### src/rtl/sertx_pkg.sv
package sertx_pkg;

    localparam int unsigned DATA_W = 8;

    typedef enum logic [2:0] {
        PH_IDLE,
        PH_START,
        PH_DATA,
        PH_PAR,
        PH_STOP
    } phase_e;

    // Parity bit over the low (5 + len) bits; even = 1 gives even total parity.
    function automatic logic par_of(input logic [DATA_W-1:0] d,
                                    input logic [1:0]        len,
                                    input logic              even);
        logic p;
        p = ~even;
        for (int i = 0; i < int'(DATA_W); i++) begin
            if (i < 5 + int'(len)) p = p ^ d[i];
        end
        return p;
    endfunction

endpackage

### src/rtl/sertx_hold.sv
module sertx_hold
    import sertx_pkg::*;
(
    input  logic              clk,
    input  logic              rst_n,
    input  logic              ld,
    input  logic [DATA_W-1:0] ld_data,
    input  logic              take,
    output logic              full,
    output logic [DATA_W-1:0] data
);

    typedef struct packed {
        logic              full;
        logic [DATA_W-1:0] data;
    } hold_t;

    hold_t st_d, st_q;

    always_comb begin
        st_d = st_q;
        if (take) begin
            st_d.full = 1'b0;
        end else if (ld && !st_q.full) begin
            st_d.full = 1'b1;
            st_d.data = ld_data;
        end
    end

    always_ff @(posedge clk or negedge rst_n) begin
        if (!rst_n) st_q <= '0;
        else        st_q <= st_d;
    end

    assign full = st_q.full;
    assign data = st_q.data;


    hold_keep_chk: assert property (@(posedge clk) disable iff (!rst_n)
        (st_q.full && !take) |=> (st_q.full && $stable(st_q.data)));


    take_clear_chk: assert property (@(posedge clk) disable iff (!rst_n)
        take |=> !st_q.full);

endmodule

### src/rtl/sertx_shift.sv
module sertx_shift
    import sertx_pkg::*;
#(
    parameter int unsigned MID_DIV = 16,
    parameter int unsigned HI_DIV  = 64
) (
    input  logic              clk,
    input  logic              rst_n,
    input  logic              tick,
    input  logic [1:0]        rate_sel,
    input  logic [1:0]        len_sel,
    input  logic              par_en,
    input  logic              par_even,
    input  logic [1:0]        stop_sel,
    input  logic              take,
    input  logic [DATA_W-1:0] take_data,
    output logic              idle,
    output logic              line
);

    localparam int unsigned CW = $clog2(2 * HI_DIV);
    localparam int unsigned LW = CW + 1;
    localparam int unsigned BW = $clog2(DATA_W);

    typedef struct packed {
        phase_e            phase;
        logic [DATA_W-1:0] sh;
        logic [CW-1:0]     cnt;
        logic [BW-1:0]     bidx;
        logic              par;
        logic              line;
    } shift_t;

    shift_t st_d, st_q;

    logic [LW-1:0] bit_len, stop_len, cur_len;
    logic [BW-1:0] last_bit;
    logic          done;

    always_comb begin
        case (rate_sel)
            2'b10:   bit_len = LW'(MID_DIV);
            2'b11:   bit_len = LW'(HI_DIV);
            default: bit_len = LW'(1);
        endcase
        case (stop_sel)
            2'b10:   stop_len = (bit_len == LW'(1)) ? LW'(2) : bit_len + (bit_len >> 1);
            2'b11:   stop_len = bit_len << 1;
            default: stop_len = bit_len;
        endcase
        cur_len  = (st_q.phase == PH_STOP) ? stop_len : bit_len;
        done     = tick && ({1'b0, st_q.cnt} == cur_len - 1'b1);
        last_bit = BW'(4) + BW'(len_sel);
    end

    always_comb begin
        st_d = st_q;
        if (st_q.phase == PH_IDLE) begin
            st_d.line = 1'b1;
            st_d.cnt  = '0;
            if (take) begin
                st_d.phase = PH_START;
                st_d.sh    = take_data;
                st_d.par   = par_of(take_data, len_sel, par_even);
                st_d.line  = 1'b0;
            end
        end else if (tick) begin
            st_d.cnt = done ? '0 : st_q.cnt + 1'b1;
            if (done) begin
                case (st_q.phase)
                    PH_START: begin
                        st_d.phase = PH_DATA;
                        st_d.bidx  = '0;
                        st_d.line  = st_q.sh[0];
                    end
                    PH_DATA: begin
                        if (st_q.bidx == last_bit) begin
                            st_d.phase = par_en ? PH_PAR : PH_STOP;
                            st_d.line  = par_en ? st_q.par : 1'b1;
                        end else begin
                            st_d.bidx = st_q.bidx + 1'b1;
                            st_d.sh   = st_q.sh >> 1;
                            st_d.line = st_q.sh[1];
                        end
                    end
                    PH_PAR: begin
                        st_d.phase = PH_STOP;
                        st_d.line  = 1'b1;
                    end
                    default: begin
                        st_d.phase = PH_IDLE;
                        st_d.line  = 1'b1;
                    end
                endcase
            end
        end
    end

    always_ff @(posedge clk or negedge rst_n) begin
        if (!rst_n) begin
            st_q       <= '0;
            st_q.phase <= PH_IDLE;
            st_q.line  <= 1'b1;
        end else begin
            st_q <= st_d;
        end
    end

    assign idle = (st_q.phase == PH_IDLE);
    assign line = st_q.line;


    idle_high_chk: assert property (@(posedge clk) disable iff (!rst_n)
        (st_q.phase == PH_IDLE) |-> st_q.line);


    start_low_chk: assert property (@(posedge clk) disable iff (!rst_n)
        (st_q.phase == PH_START) |-> !st_q.line);


    stop_high_chk: assert property (@(posedge clk) disable iff (!rst_n)
        (st_q.phase == PH_STOP) |-> st_q.line);


    cnt_bound_chk: assert property (@(posedge clk) disable iff (!rst_n)
        (st_q.phase != PH_IDLE) |-> ({1'b0, st_q.cnt} < cur_len));


    no_tick_hold_chk: assert property (@(posedge clk) disable iff (!rst_n)
        (st_q.phase != PH_IDLE && !tick) |=> ($stable(st_q.cnt) && $stable(st_q.line)));

endmodule

### src/rtl/sertx_top.sv
module sertx_top
    import sertx_pkg::*;
#(
    parameter int unsigned MID_DIV = 16,
    parameter int unsigned HI_DIV  = 64
) (
    input  logic              clk,
    input  logic              rst_n,
    input  logic              tx_tick,
    input  logic [1:0]        rate_sel,
    input  logic [1:0]        len_sel,
    input  logic              par_en,
    input  logic              par_even,
    input  logic [1:0]        stop_sel,
    input  logic              tx_en,
    input  logic              cts,
    input  logic              brk,
    input  logic              ld,
    input  logic [DATA_W-1:0] ld_data,
    output logic              txd,
    output logic              ready,
    output logic              empty
);

    logic              hold_full;
    logic [DATA_W-1:0] hold_data;
    logic              shift_idle;
    logic              shift_line;
    logic              take;

    assign take = shift_idle && hold_full && tx_en && cts;

    sertx_hold u_hold (
        .clk     (clk),
        .rst_n   (rst_n),
        .ld      (ld),
        .ld_data (ld_data),
        .take    (take),
        .full    (hold_full),
        .data    (hold_data)
    );

    sertx_shift #(
        .MID_DIV (MID_DIV),
        .HI_DIV  (HI_DIV)
    ) u_shift (
        .clk       (clk),
        .rst_n     (rst_n),
        .tick      (tx_tick),
        .rate_sel  (rate_sel),
        .len_sel   (len_sel),
        .par_en    (par_en),
        .par_even  (par_even),
        .stop_sel  (stop_sel),
        .take      (take),
        .take_data (hold_data),
        .idle      (shift_idle),
        .line      (shift_line)
    );

    assign txd   = brk ? 1'b0 : shift_line;
    assign ready = !hold_full;
    assign empty = !hold_full && shift_idle;


    gate_chk: assert property (@(posedge clk) disable iff (!rst_n)
        $fell(shift_idle) |-> $past(tx_en && cts));


    empty_ready_chk: assert property (@(posedge clk) disable iff (!rst_n)
        empty |-> ready);


    brk_low_chk: assert property (@(posedge clk) disable iff (!rst_n)
        brk |-> !txd);

endmodule

### config.mk
export PLATFORM = sky130hd
export DESIGN_NAME = sertx_top
export DESIGN_NICKNAME = d
export VERILOG_FILES = /design/src/rtl/sertx_pkg.sv /design/src/rtl/sertx_hold.sv /design/src/rtl/sertx_shift.sv /design/src/rtl/sertx_top.sv
export SDC_FILE = /design/constraint.sdc
export NUM_CORES = 1
export LEC_CHECK = 0
export BUFFER_PORTS_ARGS = -buffer_cell sky130_fd_sc_hd__buf_4
export CORE_ASPECT_RATIO = 1.5
export CORE_MARGIN = 10
export CORE_UTILIZATION = 40
export CTS_CLUSTER_SIZE = 12
export DETAILED_ROUTE_END_ITERATION = 10
export GPL_ROUTABILITY_DRIVEN = 0
export PLACE_DENSITY = 0.66
export SLEW_MARGIN = 20
export SYNTH_ARGS = -nofsm -noshare
export SYNTH_HDL_FRONTEND = slang
export SYNTH_SLANG_ARGS = --single-unit
### constraint.sdc
create_clock -name clk -period 3.5 [get_ports clk]
set_clock_uncertainty 0.05 [all_clocks]
set_input_delay 0.525 -clock clk [delete_from_list [all_inputs] [get_ports clk]]
set_output_delay 0.525 -clock clk [all_outputs]
set_load 0.05 [all_outputs]
# Word level (Yosys, flattened, before mapping)
# Index checks and enable logic that the tools add are counted.
# word_totals
ff_bits	32
# op_classes
n_mux	49
n_reduce_logical	19
n_eq_ne	15
order_cmp	8
addsub	6
bitwise_logic	11
# op_table
cell	count
4-bit by 32-bit less-than comparator with 1-bit output (first input constant)	4
3-bit by 32-bit less-than comparator with 1-bit output (first input constant)	2
1-bit by 32-bit less-than comparator with 1-bit output (first input constant)	1
2-bit by 32-bit less-than comparator with 1-bit output (first input constant)	1
8-bit 2-to-1 mux	4
1-bit 2-to-1 mux	30
11-bit 2-to-1 mux	2
21-bit 2-to-1 mux	1
18-bit 2-to-1 mux	1
8-bit case mux with 2 select lines	1
7-bit case mux with 2 select lines	1
3-bit 2-to-1 mux	4
5-bit AND reduction	2
2-bit nonzero test	5
9-bit 2-to-1 mux	1
3-bit case mux with 3 select lines	1
7-bit by 6-bit adder with 8-bit output	1
2-bit == test (second input constant)	4
7-bit by 8-bit == test with 1-bit output	1
8-bit by 1-bit subtractor with 8-bit output (second input constant)	1
1-bit XOR	8
7-bit by 1-bit adder with 7-bit output (second input constant)	1
7-bit by 1-bit == test with 1-bit output (second input constant)	1
7-bit 2-to-1 mux	1
other kinds (18)	29

# Depth between registers and ports, before layout
# Gate-level depths: netlist of the first run.
# depth
depth_word	32
depth_mapped	12
depth_no_buf	9

# By module
# Synthesis of the first run repeated with hierarchy kept, for this count alone.
# hier_totals
hier_cells	207
area_unflattened_um2	1968.1
# by_module_without_submodules
module	cells_each	area_per_inst_um2	n_inst	seq_area_each_um2
sertx_shift	183	1601.5	1	576.8
sertx_hold	20	341.6	1	225.2
sertx_top	4	25.0	1	0.0

# Worst setup path after synthesis of the first run
# OpenSTA, ideal clock, no wires.
# synth_timing
path_kind	reg2reg
startpoint	register u_shift.st_q[20] (netlist bit)
endpoint	register u_shift.st_q[12] (netlist bit)
synth_period_minus_slack_ps	2859
path_buffers	2
t_required_ps	3325
arrival_ps	2684
slack_ps	641
path_stages_with_launch	12
path_cell_list	dfrtp_1 buf_6 and4bb_4 or3b_2 ha_1 xor2_1 o311a_1 o211ai_1 nor3_2 o21a_1 buf_6 mux2_4
# synth_between
elab_chain_cells	7
elab_cells_between_ends	17
classes_between	1 x add/sub; 5 x eq/ne; 2 x mux; 9 x reduce/logical
# synth_lines
item	line	rtl
start: declaration	sertx_shift.sv:34	shift_t st_d, st_q;
start signal: assignment	sertx_shift.sv:105	st_q <= st_d;
3-bit == test	sertx_shift.sv:51	cur_len = (st_q.phase == PH_STOP) ? stop_len : bit_len;
8-bit 2-to-1 mux	sertx_shift.sv:51	
8-bit by 1-bit subtractor with 8-bit output	sertx_shift.sv:52	done = tick && ({1'b0, st_q.cnt} == cur_len - 1'b1);
7-bit by 8-bit == test with 1-bit output	sertx_shift.sv:52	
1-bit logical AND	sertx_shift.sv:52	
2-bit nonzero test (no source line)	n/a	
5-bit AND reduction (no source line)	n/a	
# Parallel ways exist; a longest one is shown, timed or not.
# A chain may end at the register's enable or synchronous reset.

# Final worst setup path of the first run
# layout_timing
startpoint	register u_shift.st_q[22] (netlist bit)
endpoint	register u_shift.st_q[15] (netlist bit)
# The elaborated chain is that of the path after synthesis.

==> results of run 1 <==
-- metrics by stage --
stage | power, mW | std cells | area [um^2] | hold WS [ns] | setup WS (ns)
finish | 1.465 | 297 | 2271 | 0.1202 | 0.3504
global route | 1.581 | 297 | 2271 | 0.1400 | 0.2199
CTS | 1.486 | 297 | 2271 | 0.1270 | 0.3512
detailed placement | 1.168 | 290 | 2175 | 0.4292 | 0.2726
global placement | 1.156 | 290 | 2175 | 0.4147 | 0.3578
floorplan | 1.029 | 207 | 1947 | 0.1794 | 0.6412
-- placed cells by master, fill, tap and decap left out, drive strengths merged, types with 2 or more instances in the layout --
master	synthesis	final
o22ai	2	2
a31oi	3	3
inv	6	6
nor2	10	10
xor2	4	4
nand2	23	23
or3b	2	2
or3	2	2
or2	2	2
clkbuf	7	7
buf	5	29
nand2b	4	4
o211ai	2	2
nand3	18	18
a21o	3	3
dfrtp	31	31
mux2	15	15
o21ai	15	15
and3	6	6
nor3	7	7
nor2b	5	5
a21oi	9	9
ha	3	3
xnor2	9	9
-- critical path: stages, from the launching register on --
cell	delay, ns
dfrtp_1	0.49
and4bb_4	0.32
or3b_2	0.45
ha_1	0.20
xor2_1	0.25
o311a_1	0.19
o211ai_1	0.09
nor3_2	0.22
o21a_1	0.42
mux2_4	0.34
-- metal layers --
layer	track usage (%)	part of all wire, %
met1	11.67	43
met2	18.56	50
met3	3.486	4.0
met4	6.133	2.4
met5	0	0
-- final timing paths --
kind                                    endpoint
min in group clk                  u_hold.data[1]
worst min register to register   u_shift.st_q[1]
worst max-delay path            u_shift.st_q[15]
worst min-delay path             u_shift.st_q[3]
worst max register to register  u_shift.st_q[15]
max in group asynchronous           u_shift.line
-- state kept, by name, indices dropped and copies added (netlist names) --
register	cells
u_hold.full	1
u_hold.data	8
u_shift.st_q	22
u_shift.line	1
-- final cells by class --
type	count	area share (%)
Clock buffer	7	4.242
Inverter	6	0.9917
Multi-Input combinational cell	157	46.23
Sequential cell	32	35.32
Tap cell	66	3.636
Timing Repair Buffer	29	9.587
-- power by group through the flow --
stage / sequential (mW) / clock [mW] / combinational [mW]
floorplan: 0.554 / 0 / 0.475
global placement: 0.585 / 0 / 0.571
detailed placement: 0.586 / 0 / 0.582
CTS: 0.581 / 0.322 / 0.583
global route: 0.593 / 0.335 / 0.652
finish: 0.578 / 0.311 / 0.577
-- cells in the mapped netlist, types with 3 or more instances --
cell | instances | area [um^2]
a21o_1 | 3 | 22.52
a21oi_1 | 9 | 45.04
a31oi_1 | 3 | 18.77
and3_1 | 6 | 37.54
buf_6 | 3 | 33.78
clkbuf_1 | 7 | 26.28
dfrtp_1 | 31 | 775.7
ha_1 | 3 | 37.54
inv_1 | 6 | 22.52
mux2_2 | 8 | 90.09
mux2_4 | 7 | 105.1
nand2_1 | 23 | 86.33
nand2b_1 | 4 | 25.02
nand3_1 | 18 | 90.09
nor2_1 | 10 | 37.54
nor2b_1 | 5 | 31.28
nor3_1 | 6 | 30.03
o21ai_0 | 12 | 60.06
xnor2_1 | 9 | 78.83
xor2_1 | 4 | 35.03
-- cells by family after synthesis --
family          count (synthesis)  share of synthesized area (%)
simple gates                   82                          21.66
flops                          32                          41.20
mux                            15                          10.03
fa+ha+maj                       3                          1.928
buf+inv                        18                          4.884
compound gates                 44                          14.46
xor+xnor                       13                          5.848
==> results by group, run 1 <==
Status
  • Status: finished, final reports clean

Pwr
  • P_int: 0.9424 mW
  • Cell area power density: 645.2 mW/mm^2
  • Clock Power Share: 21.2%
  • Flop pwr share: between 30% and 40%
  • Sw Share: 35.68%
  • P_leak: 1.038 nW
  • Worst IR drop on VDD: 0.0004226 V
  • Comb power frac: between 30 and 40%
  • Sw power: 0.5227 mW

Global routing
  • Global-route wire length before repair: 7.341 mm
  • Initial antenna violation count: 0
  • GR Overflow Total: 0
  • Number of global-route vias before repair: 1,622
  • Largest net degree at the start of global routing: 33
  • GRT Util Overall: 10.93%

Place
  • Dpl hpwl: 3.010 mm
  • IO buf count: 25

Setup path
  • Worst R2R Start: u_shift.st_q[22]
  • Critical Path Start: u_shift.st_q[22]
  • R2r worst-path depth: 9
  • Setup crit start kind: register
  • Worst EP required: 3.62 ns
  • Crit path DAT: 3.27 ns
  • Crit-path max FO: 8
  • CP Class: reg2reg
  • CP endpoint kind: register
  • R2R Setup Slk: between 0.3 and 0.4 ns

STA
  • Slew Limit Fails: 0
  • Slew @ Worst Pin: 0.6715 ns
  • Final setup vio count: 0
  • Fmax: around 320 MHz
  • Fin crit share: 89.99%
  • Final hold violations: 0
  • TNS Setup: 0 ns
  • Worst slew margin: 55.14%
  • Min cycle time layout: approximately 3.1 ns
  • RSZ-0062 raised after global routing: false

Layout
  • Nets: ~260
  • Area taken by multi-input logic gates: 0.001050 mm^2
  • Fraction of layout cells with a size suffix above 1: 24.68%
  • Antenna diode count: 0
  • Register area: 802.0 um^2
  • Util after Layout: 47.60%
  • Area Growth Syn to Fin: 16.65%
  • Filler cells: around 480

Routing
  • Final ANT Viol Nets: 0
  • Vias per cell: 5.239
  • Via count: 1,556
  • DR DRC count: 0
  • Initial DRC count: 86
  • Post-Route WL: 4.155 mm
  • Drt first pass iters: 4
  • WL/cell: 13.99 um

Clocking
  • Cts hold-fix bufs: 0
  • Post_cts resized: 0
  • Post-CTS setup buffer count: 0
  • H-Tree Depth: 2
  • Clk slew on worst S/H paths: approximately 0.07 ns
  • Clock Latency Late Sink: 0.29 ns
  • Clock Tree Buf Depth: 2
  • Clk root buf: clkbuf_8
  • TritonCTS Buffers: 5
  • CTS sink cnt: 32
  • CTS tree: done

Floorplan
  • Die W: 76.96 um
  • # IOs: 26
  • Die Y: 105.4 um
  • Cell Rows: 31
  • Core area: between 0.004 and 0.005 mm^2
  • Full die area: about 0.0081 mm^2
  • Initial Util: 40.81%

Logic synthesis
  • Post-synth cell types: 45
  • Mapped Avg Cell Area: ~9.4 um^2
  • Primary FF master, synth: dfrtp_1
  • Syn. warnings: 0
  • Proportion of synthesized chip area in sequential cells: roughly 40%
  • Mapped Area: 0.001947 mm^2
  • Post-synth EDFFs: 0
  • Syn_nets: 233
  • Post-Synthesis Cells: 207
  • Post-synth ARST share: between 90% and 100%
  • Seq cells post-synth: 32

Job
  • Max-Cap Viols: 0

Hold path
  • Worst Hold Class: in2async
(Power assumes the default switching activity.)
==> inputs of run 2 (changes only) <==
- ABC_CLOCK_PERIOD_IN_PS: not set -> 3500
- CELL_PAD_IN_SITES_DETAIL_PLACEMENT: not set -> 1
- CELL_PAD_IN_SITES_GLOBAL_PLACEMENT: not set -> 2
- CORE_UTILIZATION: 40 -> 35
- PLACE_DENSITY: 0.66 -> 0.85
==> run 2 against run 1 <==
  * Fmax grew 2.7%
  * Worst setup slack gained 0.084 ns
  * Final cell count grew 2.0%
  * Final area grew 0.39%
  * Highest routed layer unchanged
  * Via count grew 2.6%
==> results by group, run 2 (same netlist as run 1, synthesis figures left out) <==
Setup path
  • CP Buf/Inv Count: 0 (unchanged)
  • Crit-path max FO: 8 (unchanged)
  • CP endpoint kind: register
  • Critical Path Start: u_shift.st_q[21]
  • R2r worst-path depth: 9 (unchanged)
  • Crit path DAT: 3.20 ns (-0.07 ns)
  • Critical path's largest stage delay: 0.46 ns (-0.03 ns)
  • CP Class: reg2reg
  • Worst R2R Start: u_shift.st_q[21]
  • Crit-path cells: and4bb_4 -> or3b_2 -> ha_1 -> xor2_1 -> o311a_1 -> o211ai_1 -> nor3_2 -> o21a_1 -> mux2_4
  • Levels on crit path: 9 (unchanged)
  • RR Endpoint: u_shift.st_q[16]
  • Crit path capture: u_shift.st_q[16]
  • Worst path slowest cell: or3b_2
  • CP delay by family, top: simple AND/OR/NAND/NOR gates
  • Setup crit start kind: register
  • R2R Setup Slk: 0.43 ns (+0.08 ns)
  • Worst EP required: 3.63 ns (about the same)

Layout
  • Antenna diode count: 0 (unchanged)
  • Post-route cell area: 0.002280 mm^2 (+0.39%)
  • Most flop-heavy register: u_shift.st_q
  • Highest-count cells in the layout ignoring fill and taps: dfrtp_1 (31), buf_4 (30), nand2_1 (23)
  • Nets: 258 (+0.39%)
  • Fraction of layout cells with a size suffix above 1: 25.32% (+0.65 points)
  • Most common cell after layout, fill and taps aside: dfrtp_1
  • Largest register FFs: 22 (unchanged)
  • Area Growth Syn to Fin: 17.10%

Routing
  • Via count: 1,597 (+2.6%)
  • Initial DRC count: 81 (-5.8%)
  • DR DRC count: 0 (unchanged)
  • Post-Route WL: 4.785 mm (+15%)
  • Drt first pass iters: 3 (-1)
  • Vias per cell: 5.271 (+0.60%)
  • Final ANT Viol Nets: 0 (unchanged)
  • WL/cell: 15.79 um (+13%)

Place
  • IO buf count: 25 (unchanged)
  • Placed cell area: 0.002187 mm^2 (+0.58%)
  • Dpl hpwl: 3.488 mm (+16%)

Clocking
  • TritonCTS Buffers: 5 (unchanged)
  • H-Tree Depth: 2 (unchanged)
  • Clock Latency Late Sink: 0.29 ns (about the same)
  • Post_cts resized: 0 (unchanged)
  • Cts hold-fix bufs: 0 (unchanged)
  • CTS sink cnt: 32 (unchanged)
  • CTS tree: done
  • Clk slew on worst S/H paths: 0.08 ns (about the same)
  • Clk root buf: clkbuf_8
  • Post-CTS setup buffer count: 0 (unchanged)
  • Clock Tree Buf Depth: 2 (unchanged)

Status
  • Status: finished, final reports clean

STA
  • TNS Setup: 0 ns (unchanged)
  • Final hold violations: 0 (unchanged)
  • Min cycle time layout: 3.066 ns (-0.08387 ns)
  • Fmax: 326.2 MHz (+2.7%)
  • Slew @ Worst Pin: 0.6735 ns (+0.001935 ns)
  • Final setup vio count: 0 (unchanged)
  • Fin crit share: 87.59% (-2.4 points)
  • RSZ-0062 raised after global routing: false
  • Slew Limit Fails: 0 (unchanged)
  • Worst slew margin: 55.01% (-0.13 points)

Global routing
  • GR Util met3: 2.818% (-0.67 points)
  • Most utilized layer in the global route result: met2
  • Grt met2 use: 19.56% (+1.0 points)
  • GRT Util Overall: 11.47% (+0.54 points)
  • Number of global-route vias before repair: 1,719 (+6.0%)
  • Largest net degree at the start of global routing: 33 (unchanged)
  • GR Overflow Total: 0 (unchanged)
  • Initial antenna violation count: 0 (unchanged)
  • Global-route wire length before repair: 8.300 mm (+13%)
  • Grt met1 use: 12.87% (+1.2 points)

Floorplan
  • Die Y: 111.3 um (+5.6%)
  • Initial Util: 35.72% (-5.1 points)
  • Cell Rows: 33 (+6.5%)
  • # IOs: 26 (unchanged)
  • Full die area: 0.009007 mm^2 (+11%)
  • Die W: 80.90 um (+5.1%)
  • Core area: 0.005450 mm^2 (+14%)

Pwr
  • P_leak: 1.043 nW (+0.52%)
  • Cell area power density: 648.7 mW/mm^2 (+0.55%)
  • Worst IR drop on VDD: 0.0004066 V (-3.8%)

Job
  • Max-Cap Viols: 0 (unchanged)

Hold path
  • Worst Hold Class: in2async
## run 2: final cells by class
class / instances / area, um^2
Tap cell: 70 / 87.58
Sequential cell: 32 / 802.0
Clock buffer: 6 / 82.58
Inverter: 6 / 22.52
Clock inverter: 2 / 10.01
Timing Repair Buffer: 30 / 225.2
Fill cell: 674 / 3171
Multi-Input combinational cell: 157 / 1050
## run 2: per-stage QoR
stage | instances | power, mW | utilization, % | worst slack (ns) | hold slack [ns]
after detailed placement | 295 | 1.193 | 40.13 | 0.2705 | 0.4233
after global placement | 295 | 1.175 | 40.13 | 0.3487 | 0.4154
final | 303 | 1.479 | 41.83 | 0.4342 | 0.1035
after global routing | 303 | 1.595 | 41.83 | 0.2090 | 0.1336
after CTS | 303 | 1.501 | 41.83 | 0.4087 | 0.1224
after floorplan | 207 | 1.029 | - | 0.6412 | 0.1794
## run 2: how the worst min path moves through the flow
stage               startpoint               end  slack (ns)  depth (start not counted)
6_report                 rst_n  u_shift.st_q[16]        0.10                          1
5_1_grt                  rst_n  u_shift.st_q[16]        0.13                          1
4_1_cts                  rst_n  u_shift.st_q[16]        0.12                          1
3_5_place_dp   u_shift.st_q[1]   u_shift.st_q[1]        0.42                          2
3_3_place_gp   u_shift.st_q[1]   u_shift.st_q[1]        0.42                          2
2_1_floorplan            rst_n    u_hold.data[0]        0.18                          0
## run 2: where the power goes
part	total (mW)	internal (mW)	switching, mW	leakage [nW]
Combinational	0.609	0.298	0.311	0.586
Clock	0.301	0.157	0.144	0.0510
Sequential	0.569	0.477	0.0919	0.407
Total	1.48	0.931	0.547	1.04
## run 2: layer usage
metal  up-vias  routed length, um
li1        776                  -
met1       791               2039
met2        23               2488
met3         7                154
met4         0                103
met5         -                  0
